File: src/rtl/fiw_pkg.sv
`timescale 1ns/1ps
package fiw_pkg;
  localparam int FLASH_ADDR_W = 24;

  localparam logic [7:0] OPC_WR_ENABLE  = 8'h06;
  localparam logic [7:0] OPC_ERASE_SML  = 8'h20;
  localparam logic [7:0] OPC_ERASE_BIG  = 8'hD8;
  localparam logic [7:0] OPC_PAGE_WRITE = 8'h02;
  localparam logic [7:0] OPC_GET_STATUS = 8'h05;

  typedef enum logic [1:0] {FR_WREN, FR_ERASE, FR_PROG, FR_POLL} frame_kind_e;
  typedef enum logic [1:0] {PH_IDLE, PH_GAP, PH_XFER, PH_FINISH} phase_e;
endpackage

File: src/rtl/fiw_shift.sv
`timescale 1ns/1ps
// Byte serializer: two clocks per bit, SCK low then high, MISO taken as the high phase ends.
module fiw_shift (
  input  logic       clk,
  input  logic       rst,
  input  logic       go,
  input  logic [7:0] tx,
  input  logic       miso,
  output logic       sck,
  output logic       mosi,
  output logic       done,
  output logic       rx_lsb
);
  logic [7:0] sh;
  logic [2:0] cnt;
  logic       active;
  logic       high;

  always_ff @(posedge clk) begin
    if (rst) begin
      sh <= '0; cnt <= '0; active <= 1'b0; high <= 1'b0; done <= 1'b0;
    end else begin
      done <= 1'b0;
      if (!active) begin
        if (go) begin
          active <= 1'b1;
          high   <= 1'b0;
          cnt    <= '0;
          sh     <= tx;
        end
      end else if (!high) begin
        high <= 1'b1;
      end else begin
        high <= 1'b0;
        sh   <= {sh[6:0], miso};
        cnt  <= cnt + 3'd1;
        if (cnt == 3'd7) begin
          active <= 1'b0;
          done   <= 1'b1;
        end
      end
    end
  end

  assign sck    = high;
  assign mosi   = sh[7];
  assign rx_lsb = sh[0];
endmodule

File: src/rtl/fiw_frame_fmt.sv
`timescale 1ns/1ps
// Chooses the byte to send at a given frame position and reports the frame's last index.
module fiw_frame_fmt
  import fiw_pkg::*;
#(
  parameter int unsigned PAGE_BYTES = 256,
  parameter int unsigned IDX_W      = 9
) (
  input  frame_kind_e               kind,
  input  logic [IDX_W-1:0]          bidx,
  input  logic [FLASH_ADDR_W-1:0]   addr,
  input  logic                      big,
  input  logic [7:0]                data,
  output logic [7:0]                tx,
  output logic [IDX_W-1:0]          last
);
  logic [7:0] opc;

  always_comb begin
    case (kind)
      FR_WREN:  begin opc = OPC_WR_ENABLE;  last = '0; end
      FR_POLL:  begin opc = OPC_GET_STATUS; last = IDX_W'(1); end
      FR_ERASE: begin opc = big ? OPC_ERASE_BIG : OPC_ERASE_SML; last = IDX_W'(3); end
      default:  begin opc = OPC_PAGE_WRITE; last = IDX_W'(PAGE_BYTES + 3); end
    endcase
  end

  always_comb begin
    case (bidx)
      IDX_W'(0): tx = opc;
      IDX_W'(1): tx = (kind == FR_POLL) ? 8'h00 : addr[23:16];
      IDX_W'(2): tx = addr[15:8];
      IDX_W'(3): tx = addr[7:0];
      default:   tx = data;
    endcase
  end
endmodule

File: src/rtl/flash_image_writer.sv
`timescale 1ns/1ps
module flash_image_writer
  import fiw_pkg::*;
#(
  parameter int unsigned PAGE_BYTES = 256,
  parameter int unsigned SMALL_BLK  = 4096,
  parameter int unsigned BIG_BLK    = 65536,
  parameter int unsigned MIN_IMAGE  = 1024,
  parameter int unsigned LEN_W      = 24
) (
  input  logic             clk,
  input  logic             rst,
  input  logic             start_i,
  input  logic [LEN_W-1:0] len_i,
  input  logic             src_valid_i,
  input  logic [7:0]       src_data_i,
  output logic             src_ready_o,
  output logic             sck_o,
  output logic             cs_n_o,
  output logic             mosi_o,
  input  logic             miso_i,
  output logic             done_o
);
  localparam int unsigned IDX_W = $clog2(PAGE_BYTES + 4);
  localparam int unsigned AW    = FLASH_ADDR_W;

  phase_e           phase;
  frame_kind_e      kind;
  logic [IDX_W-1:0] bidx, last_idx;
  logic             pend, big, after_prog, wren_to_prog;
  logic [AW-1:0]    addr;
  logic [LEN_W-1:0] rem, len_q;
  logic             cs_q, done_q;

  logic             go, byte_done, rx_lsb;
  logic [7:0]       tx_byte, data_byte;
  logic [AW-1:0]    img_pos, next_addr, blk_mask;
  logic             in_data, in_image, can_issue;

  assign img_pos   = addr + AW'(bidx) - AW'(4);
  assign in_data   = (phase == PH_XFER) && (kind == FR_PROG) && (bidx >= IDX_W'(4));
  assign in_image  = 32'(img_pos) < 32'(len_q);
  assign can_issue = (phase == PH_XFER) && !pend;
  assign go        = can_issue && (!(in_data && in_image) || src_valid_i);
  assign data_byte = in_image ? src_data_i : 8'h00;
  assign next_addr = addr + AW'(PAGE_BYTES);
  assign blk_mask  = big ? AW'(BIG_BLK - 1) : AW'(SMALL_BLK - 1);

  fiw_frame_fmt #(.PAGE_BYTES(PAGE_BYTES), .IDX_W(IDX_W)) u_fmt (
    .kind(kind), .bidx(bidx), .addr(addr), .big(big), .data(data_byte),
    .tx(tx_byte), .last(last_idx)
  );

  fiw_shift u_shift (
    .clk(clk), .rst(rst), .go(go), .tx(tx_byte), .miso(miso_i),
    .sck(sck_o), .mosi(mosi_o), .done(byte_done), .rx_lsb(rx_lsb)
  );

  always_ff @(posedge clk) begin
    if (rst) begin
      phase <= PH_IDLE; kind <= FR_WREN; bidx <= '0; pend <= 1'b0;
      big <= 1'b0; after_prog <= 1'b0; wren_to_prog <= 1'b0;
      addr <= '0; rem <= '0; len_q <= '0; cs_q <= 1'b1; done_q <= 1'b0;
    end else begin
      case (phase)
        PH_IDLE: if (start_i) begin
          len_q        <= len_i;
          rem          <= (32'(len_i) < MIN_IMAGE) ? LEN_W'(MIN_IMAGE) : len_i;
          addr         <= '0;
          kind         <= FR_WREN;
          wren_to_prog <= 1'b0;
          bidx         <= '0;
          phase        <= PH_GAP;
        end
        PH_GAP: begin
          phase <= PH_XFER;
          cs_q  <= 1'b0;
        end
        PH_XFER: begin
          if (go) pend <= 1'b1;
          if (byte_done) begin
            pend <= 1'b0;
            if (bidx != last_idx) begin
              bidx <= bidx + IDX_W'(1);
            end else begin
              bidx  <= '0;
              cs_q  <= 1'b1;
              phase <= PH_GAP;
              case (kind)
                FR_WREN: begin
                  kind <= wren_to_prog ? FR_PROG : FR_ERASE;
                  if (!wren_to_prog) big <= 32'(rem) >= BIG_BLK;
                end
                FR_ERASE: begin kind <= FR_POLL; after_prog <= 1'b0; end
                FR_PROG:  begin kind <= FR_POLL; after_prog <= 1'b1; end
                default: begin
                  if (rx_lsb) begin
                    kind <= FR_POLL;
                  end else if (!after_prog) begin
                    kind <= FR_WREN; wren_to_prog <= 1'b1;
                  end else if (32'(rem) <= PAGE_BYTES) begin
                    phase  <= PH_FINISH;
                    done_q <= 1'b1;
                  end else begin
                    rem          <= rem - LEN_W'(PAGE_BYTES);
                    addr         <= next_addr;
                    kind         <= FR_WREN;
                    wren_to_prog <= (next_addr & blk_mask) != '0;
                  end
                end
              endcase
            end
          end
        end
        default: begin
          done_q <= 1'b0;
          phase  <= PH_IDLE;
        end
      endcase
    end
  end

  assign src_ready_o = can_issue && in_data && in_image;
  assign cs_n_o      = cs_q;
  assign done_o      = done_q;
endmodule

File: config.mk
export PLATFORM = sky130hd
export DESIGN_NAME = flash_image_writer
export DESIGN_NICKNAME = d
export VERILOG_FILES = /design/src/rtl/fiw_pkg.sv /design/src/rtl/fiw_shift.sv /design/src/rtl/fiw_frame_fmt.sv /design/src/rtl/flash_image_writer.sv
export SDC_FILE = /design/constraint.sdc
export NUM_CORES = 1
export LEC_CHECK = 0
export BUFFER_PORTS_ARGS = -buffer_cell sky130_fd_sc_hd__buf_2
export CAP_MARGIN = 20
export CORE_MARGIN = 2
export CORE_UTILIZATION = 60
export DETAILED_ROUTE_END_ITERATION = 16
export PLACE_DENSITY = 0.79
export SLEW_MARGIN = 10
export SYNTH_ARGS = -nofsm -noshare
export SYNTH_HDL_FRONTEND = slang
export SYNTH_SLANG_ARGS = --single-unit
File: constraint.sdc
create_clock -name clk -period 10.25 [get_ports clk]
set_clock_uncertainty 0.2 [all_clocks]
set_input_delay 1.025 -clock clk [delete_from_list [all_inputs] [get_ports clk]]
set_output_delay 1.025 -clock clk [all_outputs]
set_load 0.05 [all_outputs]
After elaboration in Yosys (flattened, before gate mapping) --
Cells that the tools add are included.
Word-level totals: register bits after elaboration 105, bits of input ports 37
Cells by class: add/subtract/negate cells 6, order comparisons 5, eq/ne operators 21, muxes and demuxes 80, bitwise operators 6, reduce and logical (&&, ||, !) cells 35
Operators with widths (count):
- 2-to-1 mux 24 bit | 15
- one-hot mux 24 bit (2 select lines) | 2
- 2-to-1 mux 8 bit | 6
- one-hot mux 8 bit (4 select lines) | 1
- 2-to-1 mux 2 bit | 14
- 2-to-1 mux 9 bit | 3
- one-hot mux 9 bit (3 select lines) | 1
- 2-to-1 mux 1 bit | 25
- adder 24 x 9 -> 24 bit | 1
- adder 24 x 9 -> 24 bit, second input constant | 1
- bitwise AND 24 x 16 -> 24 bit | 1
- >= comparator 24 x 17 -> 1 bit, second input constant | 1
- less-or-equal comparator 24 x 9 -> 1 bit, second input constant | 1
- less-than comparator 24 x 11 -> 1 bit, second input constant | 1
- less-than comparator 24 bit | 1
- one-hot mux 8 bit (3 select lines) | 1
- nonzero test 24 bit | 1
- subtractor 24 x 3 -> 24 bit, second input constant | 1
- subtractor 24 x 9 -> 24 bit, second input constant | 1
- == test 9 x 2 -> 1 bit, second input constant | 2
- one-hot mux 9 bit (2 select lines) | 1
- 2-to-1 mux 16 bit | 1
- != test 2 bit, second input constant | 7
- AND reduction 7 bit | 2
- 29 further kinds | 62

Depth between registers and ports, before layout --
depth in word-level cells 10, mapped depth 23, gate-level depth less buffers 21

By module --
A second synthesis with hierarchy kept.
Second synthesis, totals: cell total of the unflattened synthesis 910, area, all modules 7244.4 um^2
By module, submodules not included:
- flash_image_writer | times used 1, cells each 797, area each 6110.9 um^2
- fiw_shift | times used 1, cells each 60, area each 611.8 um^2
- fiw_frame_fmt | times used 1, cells each 53, area each 521.8 um^2

Worst setup path before layout --
OpenSTA, ideal clock, no wires.
path kind register -> output, start register bidx[8], end output port src_ready_o, arrival 5.492 ns, required time 9.025 ns, setup slack 3.533 ns, stages on the path, launching flop included 23, path buffers 2, cell sequence dfxtp_1 clkbuf_1 inv_1 ha_1 inv_1 ha_1 a211o_1 a221oi_1 and2_1 a211oi_1 o31ai_1 o21bai_1 a21oi_1 xnor2_1 ha_1 a21o_1 a21oi_1 nor2b_1 a311oi_1 o2111a_1 buf_2 nand2_1 nor4_1
Between the ends: word-level cells in the longest chain between the ends 4, elaborated cells between the ends (all ways) 7, classes of those cells add/sub: 2; order compare: 2; reduce/logical: 3
Ends and longest elaborated chain:
- start: declaration | RTL line flash_image_writer.sv:29 | logic [IDX_W-1:0] bidx, last_idx;
- start signal: assignment | RTL line flash_image_writer.sv:84 | bidx <= bidx + IDX_W'(1);
- adder 24 x 9 -> 24 bit or >= comparator 9 x 3 -> 1 bit (tied branches) | RTL line flash_image_writer.sv:40, flash_image_writer.sv:41
- subtractor 24 x 3 -> 24 bit or logical AND 1 bit (tied branches) | RTL line flash_image_writer.sv:40, flash_image_writer.sv:41
- less-than comparator 24 bit or logical AND 1 bit (tied branches) | RTL line flash_image_writer.sv:42, flash_image_writer.sv:123
- logical AND 1 bit (*) | RTL line flash_image_writer.sv:123 | assign src_ready_o = can_issue && in_data && in_image;
- end: declaration | RTL line flash_image_writer.sv:17 | output logic src_ready_o,
Mark *: on every way between the ends. The rest lies on a longest branch, timed or not.

Worst setup path in the final report --
start register addr[8], end output port src_ready_o
Between the ends: word-level cells in the longest chain between the ends 4
Ends and longest elaborated chain:
- start: declaration | RTL line flash_image_writer.sv:31 | logic [AW-1:0] addr;
- start signal: assignment | RTL line flash_image_writer.sv:106 | addr <= next_addr;
- adder 24 x 9 -> 24 bit | RTL line flash_image_writer.sv:40 | assign img_pos = addr + AW'(bidx) - AW'(4);
- subtractor 24 x 3 -> 24 bit | RTL line flash_image_writer.sv:40
- less-than comparator 24 bit | RTL line flash_image_writer.sv:42 | assign in_image = 32'(img_pos) < 32'(len_q);
- logical AND 1 bit | RTL line flash_image_writer.sv:123
Every way passes these cells.

==> Implementation_results.wiki <==
{| class="wikitable"
! Metric !! Value
|-
| Status || complete, no violations
|-
| Post-detailed-routing wire length || roughly 19 mm
|-
| Register area share after synthesis || between 20% and 30%
|-
| Distinct cell type count after synthesis || 64
|-
| Commonest cells after routing, fill and taps aside || 117 x sky130_fd_sc_hd__nand2_1, 97 x sky130_fd_sc_hd__dfxtp_1, 90 x sky130_fd_sc_hd__a21oi_1
|-
| Area growth, synth to finish || 8.65%
|-
| Initial antenna violation count || 0
|-
| Required time reported for the critical path endpoint || 9.03 ns
|-
| Hold Crit Class || reg2reg
|-
| TritonCTS Buffers || 9
|-
| I/O pin total || 42
|-
| Count of max-cap constraint violations || 0
|-
| Top Usage Layer GRT || met2
|-
| Global-route wire length before repair || roughly 31 mm
|-
| HPWL after DPL || 14.0 mm
|-
| Share of flip-flops with an asynchronous set or reset after synthesis || 0%
|-
| Met2 layer usage reported by global route || roughly half
|-
| Largest net degree at the start of global routing || 74
|-
| Total setup violations reported at the end of the flow || 0
|-
| Number of cells in the finished layout apart from fillers || 1050
|-
| Drc violations || 0
|-
| Hold Buf Count CTS || 0
|-
| Antenna-violating nets left || 0
|-
| Type of element launching the critical path || register
|-
| Warnings from Yosys || 0
|-
| Transition time of the tightest slew-check pin || approximately 1.1 ns
|-
| Met1 track demand over resource in global routing || 41.3%
|-
| Area share of the largest cell type after synthesis || 28.5%
|-
| CTS root buffer || sky130_fd_sc_hd__clkbuf_16
|-
| Total standard cell area after synthesis || about 7000 um2
|-
| Initial core utilization || 62.0%
|-
| Violation count after the first detailed-route iteration || 530
|-
| Die width || about 110 um
|-
| Die Y || about 110 um
|-
| Number of hold-slack violations in the final timing report || 0
|-
| CTS clk-pin slew, worst paths || ~0.070 ns
|-
| Arrival time at the worst endpoint || around 5.4 ns
|-
| Synthesis-stage register bit count || 97
|-
| Unrepaired setup endpoints after global routing || false
|-
| Final TNS setup || 0 ns
|-
| Number of synthesized flops with an enable pin || 0
|-
| Most common flop cell mapped by yosys || sky130_fd_sc_hd__dfxtp_1
|-
| Final core utilization || between 60% and 70%
|-
| M3 GR Usage || under 10%
|-
| Type of the setup path with the least slack || reg2out
|-
| Final Max Slew Viols || 0
|-
| Gate count after technology mapping || 881
|-
| Via count of the first global-routing pass || roughly 6300
|-
| Synth Net Count || 1004
|-
| Total of cells resized after clock tree synthesis || 0
|-
| Overflow left after global routing || 0
|-
| Placeable core region || around 11000 um2
|-
| Cell type with the highest aggregate area in the netlist || sky130_fd_sc_hd__dfxtp_1
|-
| Mean post-synth cell area || roughly 7.7 um2
|-
| # port buffers || 41
|-
| Share of final-layout standard cells stronger than drive strength 1 || between 8 and 9%
|-
| All-Layer GR Usage || between 30% and 40%
|-
| Peak clock frequency supported by timing || ~0.15 GHz
|-
| Overall die area || between 10000 and 15000 um2
|-
| Number of vias in the routed layout || 6477
|-
| Ratio of final minimum period to clock period || between 60% and 70%
|-
| VDD IR-drop max || between 0.1 and 0.15 mV
|-
| Worst-case headroom to the max-slew limit || roughly a quarter
|-
| Clock sink count || 97
|-
| Most area-consuming cells after synthesis || sky130_fd_sc_hd__dfxtp_1 29%, sky130_fd_sc_hd__ha_1 16%, sky130_fd_sc_hd__a21oi_1 6.6%
|-
| Power density normalized to cell area || 120 nW/um2
|-
| Routability-driven placement congestion ratio || 0.918
|-
| Initial DRT Pass Iterations || 5
|-
| Leakage power of the design || about 3.1 nW
|-
| Clock Path Buffers || 2
|-
| Critical-path maximum fanout || 10
|-
| Final Net Count || about 1000
|-
| Final hold slack || about 0.25 ns
|-
| Clock Latency Late Sink || ~0.36 ns
|-
| Register-to-register path setup slack || ~4.3 ns
|-
| Period minus WS final || approximately 6.6 ns
|-
| Drt via density || 6.17
|-
| Row count || 38
|-
| TritonCTS clock tree || built
|-
| Maximum level of the CTS H-tree || 3
|-
| Antenna cells || 0
|-
| Placed insts || ~1000
|-
| Average wire per standard cell || ~18 um
|-
| Setup Fix Bufs, Post-CTS || 0
|-
| Crit path capture type || output pin
|-
| Most common cell after layout, fill and taps aside || sky130_fd_sc_hd__nand2_1
|}
-- synth_stat cells (5+ instances only) --
cell and instances:
sky130_fd_sc_hd__nand2_1 117, sky130_fd_sc_hd__a221oi_1 9, sky130_fd_sc_hd__o21ai_0 33, sky130_fd_sc_hd__nor2b_1 8, sky130_fd_sc_hd__a41oi_1 5, sky130_fd_sc_hd__xnor2_1 31
sky130_fd_sc_hd__clkbuf_1 29, sky130_fd_sc_hd__a211oi_1 11, sky130_fd_sc_hd__nor2_1 78, sky130_fd_sc_hd__xor2_1 11, sky130_fd_sc_hd__nand4_1 16, sky130_fd_sc_hd__inv_1 72
sky130_fd_sc_hd__nor4_1 6, sky130_fd_sc_hd__and3_1 9, sky130_fd_sc_hd__nor3_1 13, sky130_fd_sc_hd__a21oi_1 90, sky130_fd_sc_hd__ha_1 86, sky130_fd_sc_hd__nand3_1 24
sky130_fd_sc_hd__o31ai_1 5, sky130_fd_sc_hd__o21a_1 6, sky130_fd_sc_hd__or4_1 5, sky130_fd_sc_hd__a31oi_1 6, sky130_fd_sc_hd__o41ai_1 5, sky130_fd_sc_hd__a21o_1 12
sky130_fd_sc_hd__nand2b_1 10, sky130_fd_sc_hd__o21ai_1 6, sky130_fd_sc_hd__a22oi_1 8, sky130_fd_sc_hd__and2_1 8, sky130_fd_sc_hd__dfxtp_1 97
-- flip-flops by register name, indices dropped and copies added, names as in the netlist --
signal and flops:
u_shift.active 1, addr 16, u_shift.done 1, rem 24, cs_n_o 1, u_shift.sh 8, after_prog 1, kind 2
wren_to_prog 1, big 1, phase 2, bidx 9, u_shift.sck 1, done_o 1, u_shift.cnt 3, pend 1
len_q 24
-- worst max-delay path, cell delays in order (launching register included) --
cell	delay, ns
sky130_fd_sc_hd__dfxtp_1	0.51
sky130_fd_sc_hd__inv_1	0.09
sky130_fd_sc_hd__ha_1	0.28
sky130_fd_sc_hd__inv_1	0.04
sky130_fd_sc_hd__ha_1	0.34
sky130_fd_sc_hd__a211o_1	0.29
sky130_fd_sc_hd__a221oi_1	0.29
sky130_fd_sc_hd__and2_1	0.19
sky130_fd_sc_hd__a211oi_1	0.10
sky130_fd_sc_hd__o31ai_1	0.47
sky130_fd_sc_hd__o21bai_1	0.11
sky130_fd_sc_hd__a21oi_1	0.20
sky130_fd_sc_hd__xnor2_1	0.16
sky130_fd_sc_hd__ha_1	0.27
sky130_fd_sc_hd__a21o_1	0.18
sky130_fd_sc_hd__a21oi_1	0.13
sky130_fd_sc_hd__nor2b_1	0.06
sky130_fd_sc_hd__a311oi_1	0.26
sky130_fd_sc_hd__o2111a_1	0.43
sky130_fd_sc_hd__nand2_1	0.09
sky130_fd_sc_hd__nor4_1	0.22
sky130_fd_sc_hd__buf_2	0.31
-- stage by stage --
| stage | setup WS (ns) | power, mW | instance area (um2) |
|---|---|---|---|
| final | 3.64 | 0.888 | 7400 |
| after detailed placement | 4.10 | 0.561 | 7110 |
| after floorplan | 3.53 | 0.518 | 6810 |
| after global routing | 3.07 | 0.929 | 7400 |
| after CTS | 3.70 | 0.889 | 7400 |
| after global placement | 4.20 | 0.556 | 7110 |
-- layer usage --
layer | up-vias | wire (um)
li1 | 3154 | -
met5 | - | 0
met4 | 0 | 457
met2 | 252 | 8460
met1 | 3039 | 8200
met3 | 32 | 1420
-- kinds of logic (layout without fill, tap and decap cells) --
| kind of cell | Yosys count | count (layout) | synth area share (%) |
|---|---|---|---|
| AND/OR/NAND/NOR | 310 | 310 | 21.2 |
| AO/OA/AOI/OAI | 237 | 237 | 22.9 |
| buffers and inverters | 107 | 136 | 6.06 |
| flip-flops | 97 | 97 | 28.5 |
| adder cells (fa/ha/maj) | 86 | 86 | 15.8 |
| XOR/XNOR | 42 | 42 | 5.40 |
| other | 1 | 1 | 0.0550 |
| multiplexers | 1 | 1 | 0.147 |
-- power breakdown --
part | switching, mW | total [mW] | leakage, nW | internal [mW]
logic | 0.0937 | 0.145 | 2.18 | 0.0514
clock network | 0.152 | 0.332 | 0.140 | 0.180
registers | 0.0147 | 0.411 | 0.791 | 0.396
-- area by class of cell --
class                           instances  area, um2
Sequential cell                        97       1940
Clock inverter                          4       33.8
Tap cell                              140        175
Timing Repair Buffer                   48        258
Multi-Input combinational cell        677       4470
Clock buffer                           12        256
Inverter                               72        270
Fill cell                             935       3580
-- path summary, 6_finish.rpt --
path | start | to | cells past startpoint
max | addr[8] | src_ready_o | 21
max reg2reg | addr[8] | u_shift.sh[1] | 20
min reg2reg | rem[2] | rem[2] | 2
min | rem[2] | rem[2] | 2
Note: power is estimated with default switching activity, not from simulation.
